===== src/rtl/ihc_pkg.sv =====
package ihc_pkg;
  // cause bit positions
  localparam int C_SOFT    = 0;
  localparam int C_RXPKT   = 1;
  localparam int C_RXHIGH  = 2;
  localparam int C_RXEMPTY = 3;
  localparam int C_RXDMA   = 4;
  localparam int C_TXPKT   = 5;
  localparam int C_TXLOW   = 6;
  localparam int C_TXFULL  = 7;
  localparam int C_TXDMA   = 8;
  localparam int NUM_FIXED = 9;

  // number of watermark channels with hysteresis
  localparam int NWM = 2;

  // command register bits
  localparam int CMD_SOFT_BIT  = 0;
  localparam int CMD_RESET_BIT = 1;

  localparam logic [NUM_FIXED-1:0] MASK_DEF9 =
    NUM_FIXED'((1 << C_SOFT) | (1 << C_RXPKT) | (1 << C_RXHIGH) | (1 << C_TXLOW));

  typedef enum logic [1:0] {
    SEL_STATUS = 2'd0,
    SEL_MASK   = 2'd1,
    SEL_CMD    = 2'd2,
    SEL_RSVD   = 2'd3
  } reg_sel_e;

  // watermark cause guarded by channel g
  function automatic int wm_level(input int g);
    return (g == 0) ? C_RXHIGH : C_TXLOW;
  endfunction

  // extreme cause that arms channel g
  function automatic int wm_arm(input int g);
    return (g == 0) ? C_RXEMPTY : C_TXFULL;
  endfunction
endpackage


===== src/rtl/ihc_regfile.sv =====
module ihc_regfile
  import ihc_pkg::*;
#(
  parameter int ST_W = 12
) (
  input  logic            clk,
  input  logic            rst,
  input  logic [ST_W-1:0] evt_i,
  input  logic [1:0]      reg_sel_i,
  input  logic            reg_wr_i,
  input  logic            reg_rd_i,
  input  logic [ST_W-1:0] reg_wdata_i,
  output logic [ST_W-1:0] status_q,
  output logic [ST_W-1:0] status_nx,
  output logic [ST_W-1:0] mask_q,
  output logic [ST_W-1:0] post_vec,
  output logic            cmd_reset,
  output logic [ST_W-1:0] reg_rdata_o,
  output logic            soft_reset_o
);
  localparam logic [ST_W-1:0] MASK_DEF = ST_W'(MASK_DEF9);

  logic            wr_status, wr_mask, wr_cmd, rd_status, cmd_soft;
  logic [ST_W-1:0] clr_vec, mask_nx, soft_vec;

  always_comb begin
    wr_status = reg_wr_i && (reg_sel_e'(reg_sel_i) == SEL_STATUS);
    wr_mask   = reg_wr_i && (reg_sel_e'(reg_sel_i) == SEL_MASK);
    wr_cmd    = reg_wr_i && (reg_sel_e'(reg_sel_i) == SEL_CMD);
    rd_status = reg_rd_i && (reg_sel_e'(reg_sel_i) == SEL_STATUS);
    cmd_reset = wr_cmd && reg_wdata_i[CMD_RESET_BIT];
    cmd_soft  = wr_cmd && reg_wdata_i[CMD_SOFT_BIT];
    soft_vec  = '0;
    soft_vec[C_SOFT] = cmd_soft;
    post_vec  = cmd_reset ? '0 : (evt_i | soft_vec);
    if (rd_status)      clr_vec = '1;
    else if (wr_status) clr_vec = reg_wdata_i;
    else                clr_vec = '0;
    status_nx = cmd_reset ? '0 : ((status_q & ~clr_vec) | post_vec);
    if (cmd_reset)    mask_nx = MASK_DEF;
    else if (wr_mask) mask_nx = reg_wdata_i;
    else              mask_nx = mask_q;
  end

  always_ff @(posedge clk) begin
    if (rst) begin
      status_q     <= '0;
      mask_q       <= MASK_DEF;
      reg_rdata_o  <= '0;
      soft_reset_o <= 1'b0;
    end else begin
      status_q     <= status_nx;
      mask_q       <= mask_nx;
      soft_reset_o <= cmd_reset;
      if (reg_rd_i) begin
        case (reg_sel_e'(reg_sel_i))
          SEL_STATUS: reg_rdata_o <= status_q;
          SEL_MASK:   reg_rdata_o <= mask_q;
          default:    reg_rdata_o <= '0;
        endcase
      end
    end
  end
endmodule


===== src/rtl/ihc_qualifier.sv =====
module ihc_qualifier
  import ihc_pkg::*;
#(
  parameter int              ST_W         = 12,
  parameter logic [ST_W-1:0] NODELAY_MASK = ST_W'(9'h089)
) (
  input  logic            clk,
  input  logic            rst,
  input  logic [ST_W-1:0] status_nx,
  input  logic [ST_W-1:0] mask_q,
  input  logic [ST_W-1:0] post_vec,
  input  logic            cmd_reset,
  output logic [NWM-1:0]  arm_q,
  output logic [ST_W-1:0] fwd,
  output logic            fire_now,
  output logic            fire_late
);
  logic [ST_W-1:0] cand;
  logic [ST_W-1:0] strip_oh [NWM];
  logic [ST_W-1:0] strip;
  logic            post_any;

  assign cand     = status_nx & mask_q;
  assign post_any = |post_vec;

  for (genvar g = 0; g < NWM; g++) begin : g_wm
    localparam int LV = wm_level(g);
    localparam int AR = wm_arm(g);
    logic consume;

    assign strip_oh[g] = arm_q[g] ? '0 : (ST_W'(1) << LV);
    assign consume     = arm_q[g] && cand[LV] && post_any;

    always_ff @(posedge clk) begin
      if (rst || cmd_reset) arm_q[g] <= 1'b0;
      else                  arm_q[g] <= (arm_q[g] && !consume) || post_vec[AR];
    end
  end

  always_comb begin
    strip = '0;
    for (int i = 0; i < NWM; i++) strip = strip | strip_oh[i];
    fwd       = cand & ~strip;
    fire_now  = post_any && |(fwd & NODELAY_MASK);
    fire_late = post_any && |fwd && !fire_now;
  end
endmodule


===== src/rtl/ihc_moderator.sv =====
module ihc_moderator #(
  parameter int DLY_W = 8
) (
  input  logic             clk,
  input  logic             rst,
  input  logic             status_zero,
  input  logic             fire_now,
  input  logic             fire_late,
  input  logic             cfg_int_en_i,
  input  logic [DLY_W-1:0] dly_cycles_i,
  output logic             req_q,
  output logic             irq_o
);
  logic             run_q, run_n, req_n;
  logic [DLY_W-1:0] cnt_q, cnt_n;

  always_comb begin
    req_n = req_q;
    run_n = run_q;
    cnt_n = cnt_q;
    if (status_zero) begin
      req_n = 1'b0;
      run_n = 1'b0;
      cnt_n = '0;
    end else begin
      if (run_q) begin
        if (cnt_q == '0) begin
          req_n = 1'b1;
          run_n = 1'b0;
        end else begin
          cnt_n = cnt_q - 1'b1;
        end
      end
      if (fire_now) begin
        req_n = 1'b1;
        run_n = 1'b0;
      end else if (fire_late && !run_q && !req_q) begin
        run_n = 1'b1;
        cnt_n = dly_cycles_i;
      end
    end
  end

  always_ff @(posedge clk) begin
    if (rst) begin
      req_q <= 1'b0;
      run_q <= 1'b0;
      cnt_q <= '0;
      irq_o <= 1'b0;
    end else begin
      req_q <= req_n;
      run_q <= run_n;
      cnt_q <= cnt_n;
      irq_o <= req_n && cfg_int_en_i;
    end
  end
endmodule


===== src/rtl/irq_hyst_ctrl.sv =====
module irq_hyst_ctrl
  import ihc_pkg::*;
#(
  parameter int              ST_W         = 12,
  parameter int              DLY_W        = 8,
  parameter logic [ST_W-1:0] NODELAY_MASK = ST_W'(9'h089)
) (
  input  logic             clk,
  input  logic             rst,
  input  logic [ST_W-1:0]  evt_i,
  input  logic             cfg_int_en_i,
  input  logic [DLY_W-1:0] dly_cycles_i,
  input  logic [1:0]       reg_sel_i,
  input  logic             reg_wr_i,
  input  logic             reg_rd_i,
  input  logic [ST_W-1:0]  reg_wdata_i,
  output logic [ST_W-1:0]  reg_rdata_o,
  output logic             irq_o,
  output logic             soft_reset_o
);
  logic [ST_W-1:0] status_q, status_nx, mask_q, post_vec, fwd;
  logic [NWM-1:0]  arm_q;
  logic            cmd_reset, fire_now, fire_late, req_q;

  ihc_regfile #(.ST_W(ST_W)) u_regs (
    .clk(clk), .rst(rst), .evt_i(evt_i),
    .reg_sel_i(reg_sel_i), .reg_wr_i(reg_wr_i), .reg_rd_i(reg_rd_i),
    .reg_wdata_i(reg_wdata_i),
    .status_q(status_q), .status_nx(status_nx), .mask_q(mask_q),
    .post_vec(post_vec), .cmd_reset(cmd_reset),
    .reg_rdata_o(reg_rdata_o), .soft_reset_o(soft_reset_o)
  );

  ihc_qualifier #(.ST_W(ST_W), .NODELAY_MASK(NODELAY_MASK)) u_qual (
    .clk(clk), .rst(rst), .status_nx(status_nx), .mask_q(mask_q),
    .post_vec(post_vec), .cmd_reset(cmd_reset), .arm_q(arm_q),
    .fwd(fwd), .fire_now(fire_now), .fire_late(fire_late)
  );

  ihc_moderator #(.DLY_W(DLY_W)) u_mod (
    .clk(clk), .rst(rst), .status_zero(status_nx == '0),
    .fire_now(fire_now), .fire_late(fire_late),
    .cfg_int_en_i(cfg_int_en_i), .dly_cycles_i(dly_cycles_i),
    .req_q(req_q), .irq_o(irq_o)
  );
endmodule


===== config.mk =====
export PLATFORM = sky130hd
export DESIGN_NAME = irq_hyst_ctrl
export DESIGN_NICKNAME = d
export VERILOG_FILES = /design/src/rtl/ihc_pkg.sv /design/src/rtl/ihc_regfile.sv /design/src/rtl/ihc_qualifier.sv /design/src/rtl/ihc_moderator.sv /design/src/rtl/irq_hyst_ctrl.sv
export SDC_FILE = /design/constraint.sdc
export NUM_CORES = 1
export LEC_CHECK = 0
export BUFFER_PORTS_ARGS = -buffer_cell sky130_fd_sc_hd__buf_2
export CORE_MARGIN = 4
export CORE_UTILIZATION = 40
export CTS_CLUSTER_DIAMETER = 40
export DETAILED_ROUTE_END_ITERATION = 12
export GPL_TIMING_DRIVEN = 0
export MAX_ROUTING_LAYER = met4
export PLACE_DENSITY = 0.59
export SLEW_MARGIN = 10
export SYNTH_ARGS = -nofsm -noshare
export SYNTH_HDL_FRONTEND = slang
export SYNTH_SLANG_ARGS = --single-unit

===== constraint.sdc =====
create_clock -name clk -period 4.2 [get_ports clk]
set_input_delay 0 -clock clk [delete_from_list [all_inputs] [get_ports clk]]
set_output_delay 0 -clock clk [all_outputs]
set_load 0.01 [all_outputs]

==> flow_metrics.py <==
metrics = {
    "final_layout": {
        "flow.area_growth_from_synthesis_pct": 27.89,
        "final_cell_mix": "sky130_fd_sc_hd__buf_2, sky130_fd_sc_hd__dfxtp_1, sky130_fd_sc_hd__a21oi_1, sky130_fd_sc_hd__nand2_1, sky130_fd_sc_hd__nor2_1",
        "final-instance-count-excl-fill": 477,
        "fillCellCount": 655,
        "layout.nets": 440,
        "post_route_cells_drive_above_1_share_pct": 23.50,
        "insertedDiodeCount": 0,
        "final_common_cell": "sky130_fd_sc_hd__buf_2",
        "post-route-cell-area_mm2": 0.003311,
    },
    "sta": {
        "timing.final.setup_violations": 0,
        "timing.final.hold_violations": 0,
        "worst_slew_pin_slew_ns": 0.7540,
        "timing.final.crit_period_ns": 1.949,
        "grt_setup_unrepaired": "no",
        "fin_tns_setup_ns": 0,
        "achievable-frequency_mhz": 513.0,
        "final.period_utilization_pct": 46.41,
        "whs_ns": 0.01885,
        "worst_slew_margin_rel_pct": 49.63,
        "drv_slew": 0,
        "worst_clock_skew_ns": 0.01310,
    },
    "yosys": {
        "netlist_instances": 314,
        "ys_seq_area_share_pct": 38.67,
        "yosys.area.top_type_share_pct": 38.67,
        "syn_nets": 355,
        "ys_ff_latch": 50,
        "synth_top_cell_by_area": "sky130_fd_sc_hd__dfxtp_1",
        "synth_area_leaders": "sky130_fd_sc_hd__dfxtp_1, sky130_fd_sc_hd__a21oi_1, sky130_fd_sc_hd__nand2_1",
        "synth_edf_count": 0,
        "post_synth_num_cell_types": 50,
        "postSynth.asyncResetShare_pct": 0,
        "dominantRegCellSynth": "sky130_fd_sc_hd__dfxtp_1",
        "mappedNetlistArea_mm2": 0.002589,
        "synthesis.yosys.warnings": 0,
        "synth.avg_cell_area_um2": 8.244,
    },
    "placement": {
        "place.detailed.instances": 442,
        "port_buffers": 51,
        "place.gp.congestion": 0.8780,
        "hpwlAfterDp_mm": 5.379,
        "post_place_cell_area_mm2": 0.002940,
    },
    "routing": {
        "num_vias": 2504,
        "firstDrtPassIters": 4,
        "final_antenna_net_count": 0,
        "postRouteWirelength_mm": 7.265,
        "route.detailed.wl_per_inst_um": 15.23,
        "initialDrtViolationCount": 105,
        "vias_per_cell": 5.249,
        "drc": 0,
    },
    "floorplan": {
        "io_pins": 53,
        "die_y_um": 88.45,
        "design.die.area_mm2": 0.007823,
        "fp-row-count": 29,
        "design.core.area_mm2": 0.006314,
        "initial_utilization_pct": 41.00,
        "die_w_um": 88.45,
    },
    "worst_setup_path": {
        "critical_path_class": "input port to flop",
        "timing.critical_path.arrival_ns": 2.19,
        "critical_path_peak_fanout": 10,
        "worst_setup_path_end_kind": "flop",
        "regToRegSetupSlack_ns": 2.27,
        "worstPathRequired_ns": 4.44,
        "startpoint_type": "input port",
    },
    "cts": {
        "clk_pin_slew_worst_paths_ns": 0.10,
        "ctsHoldBuffers": 27,
        "cts_root_buffer": "sky130_fd_sc_hd__clkbuf_8",
        "clock_sinks": 50,
        "postCtsResizedCells": 0,
        "clk-insertion-delay-late_ns": 0.31,
        "post_cts.repair.setup_buffers": 0,
        "htree_num_levels": 2,
        "cts_buffer_depth": 2,
        "numCtsBuffers": 5,
        "cts_tree": "done",
    },
    "grt": {
        "global_route.overflow_total": 0,
        "grt_pass1_wl_mm": 12.08,
        "grt_start_max_net_pins": 17,
        "vias_in_the_first_global_route": 2465,
        "grtUsageTotal_pct": 20.44,
        "grt_antenna_before_repair": 0,
    },
    "power": {
        "power_density_mw_per_mm2": 323.6,
        "overall_power_after_layout_mw": 1.071,
        "total_leakage_power_nw": 1.380,
        "vdd_drop_max_mv": 0.1761,
    },
    "status": {
        "status": "completed",
    },
    "job": {
        "cap_violations": 0,
    },
    "min_path": {
        "hold_class": "input port to flop",
    },
}
logic make-up after synthesis:
logic type / synth area share, %
AO/OA/AOI/OAI: 18.80
XOR/XNOR: 2.030
adder cells (fa/ha/maj): 0.9665
buffers and inverters: 4.929
flip-flops: 38.67
multiplexers: 7.927
AND/OR/NAND/NOR: 26.68
report_power, final:
group,leakage (nW),switching [mW],internal (mW)
clock,0.0514,0.169,0.136
combinational,0.918,0.125,0.114
sequential,0.410,0.0228,0.505
through the flow:
stage	setup WS (ns)	utilization, %
final	2.251	52.44
after global routing	1.973	52.44
after CTS	2.235	52.44
after detailed placement	2.298	46.57
after global placement	2.271	46.57
after floorplan	2.572	-
synth_stat cells (2+ instances only):
| cell type | number |
|---|---|
| sky130_fd_sc_hd__a21oi_1 | 41 |
| sky130_fd_sc_hd__a211oi_1 | 5 |
| sky130_fd_sc_hd__o21ai_0 | 5 |
| sky130_fd_sc_hd__nor3b_1 | 2 |
| sky130_fd_sc_hd__nand2_1 | 39 |
| sky130_fd_sc_hd__nor2b_1 | 16 |
| sky130_fd_sc_hd__and4b_1 | 2 |
| sky130_fd_sc_hd__nor3_1 | 2 |
| sky130_fd_sc_hd__clkbuf_1 | 9 |
| sky130_fd_sc_hd__nand4b_1 | 2 |
| sky130_fd_sc_hd__o22ai_2 | 3 |
| sky130_fd_sc_hd__o21a_1 | 3 |
| sky130_fd_sc_hd__o22ai_1 | 3 |
| sky130_fd_sc_hd__nor4b_1 | 2 |
| sky130_fd_sc_hd__mux2_2 | 12 |
| sky130_fd_sc_hd__or3_1 | 4 |
| sky130_fd_sc_hd__a21o_1 | 2 |
| sky130_fd_sc_hd__inv_1 | 9 |
| sky130_fd_sc_hd__nor2_1 | 38 |
| sky130_fd_sc_hd__nand3_1 | 20 |
| sky130_fd_sc_hd__ha_1 | 2 |
| sky130_fd_sc_hd__dfxtp_1 | 50 |
| sky130_fd_sc_hd__xnor2_1 | 5 |
| sky130_fd_sc_hd__buf_6 | 2 |
| sky130_fd_sc_hd__buf_2 | 5 |
| sky130_fd_sc_hd__mux2i_1 | 7 |
sequential cells by signal (all words and copies together) (netlist names):
name / flops
u_regs.status_q: 12
u_mod.req_q: 1
u_mod.cnt_q: 8
u_regs.mask_q: 12
u_regs.reg_rdata_o: 12
u_regs.soft_reset_o: 1
u_qual.arm_q: 2
u_mod.run_q: 1
u_mod.irq_o: 1
worst paths after layout:
kind                     start            endpoint  depth (start not counted)
max             reg_wdata_i[1]      u_mod.cnt_q[5]                          9
min reg2reg  u_regs.mask_q[11]   u_regs.mask_q[11]                          2
min                   evt_i[9]  u_regs.status_q[9]                          3
max reg2reg     u_mod.cnt_q[3]         u_mod.irq_o                          5
worst max-delay path, stage by stage:
cell and delay [ns]:
sky130_fd_sc_hd__dlygate4sd3_1 0.53, sky130_fd_sc_hd__buf_2 0.14, sky130_fd_sc_hd__nand4b_1 0.17, sky130_fd_sc_hd__buf_2 0.29, sky130_fd_sc_hd__nor2b_1 0.15, sky130_fd_sc_hd__buf_2 0.20, sky130_fd_sc_hd__clkbuf_1 0.43, sky130_fd_sc_hd__nand3_1 0.13
sky130_fd_sc_hd__mux2i_1 0.14
area by class of cell:
class | instances | area [um2] | share of cell area (%)
clock inverters | 2 | 17.52 | 0.5291
inverters | 9 | 33.78 | 1.020
well taps | 77 | 96.34 | 2.910
plain buffers | 18 | 93.84 | 2.834
flip-flops and latches | 50 | 1001 | 30.23
repair buffers | 78 | 525.5 | 15.87
multi-input cells | 237 | 1460 | 44.10
clock buffers | 6 | 82.58 | 2.494
per-layer routing:
metal / track usage (%) / routed length [um]
met1: 25.23 / 3286
met2: 33.79 / 3515
met3: 4.004 / 356
met4: 6.181 / 106
met5: - / 0
Note: power is estimated with default switching activity, not from simulation.
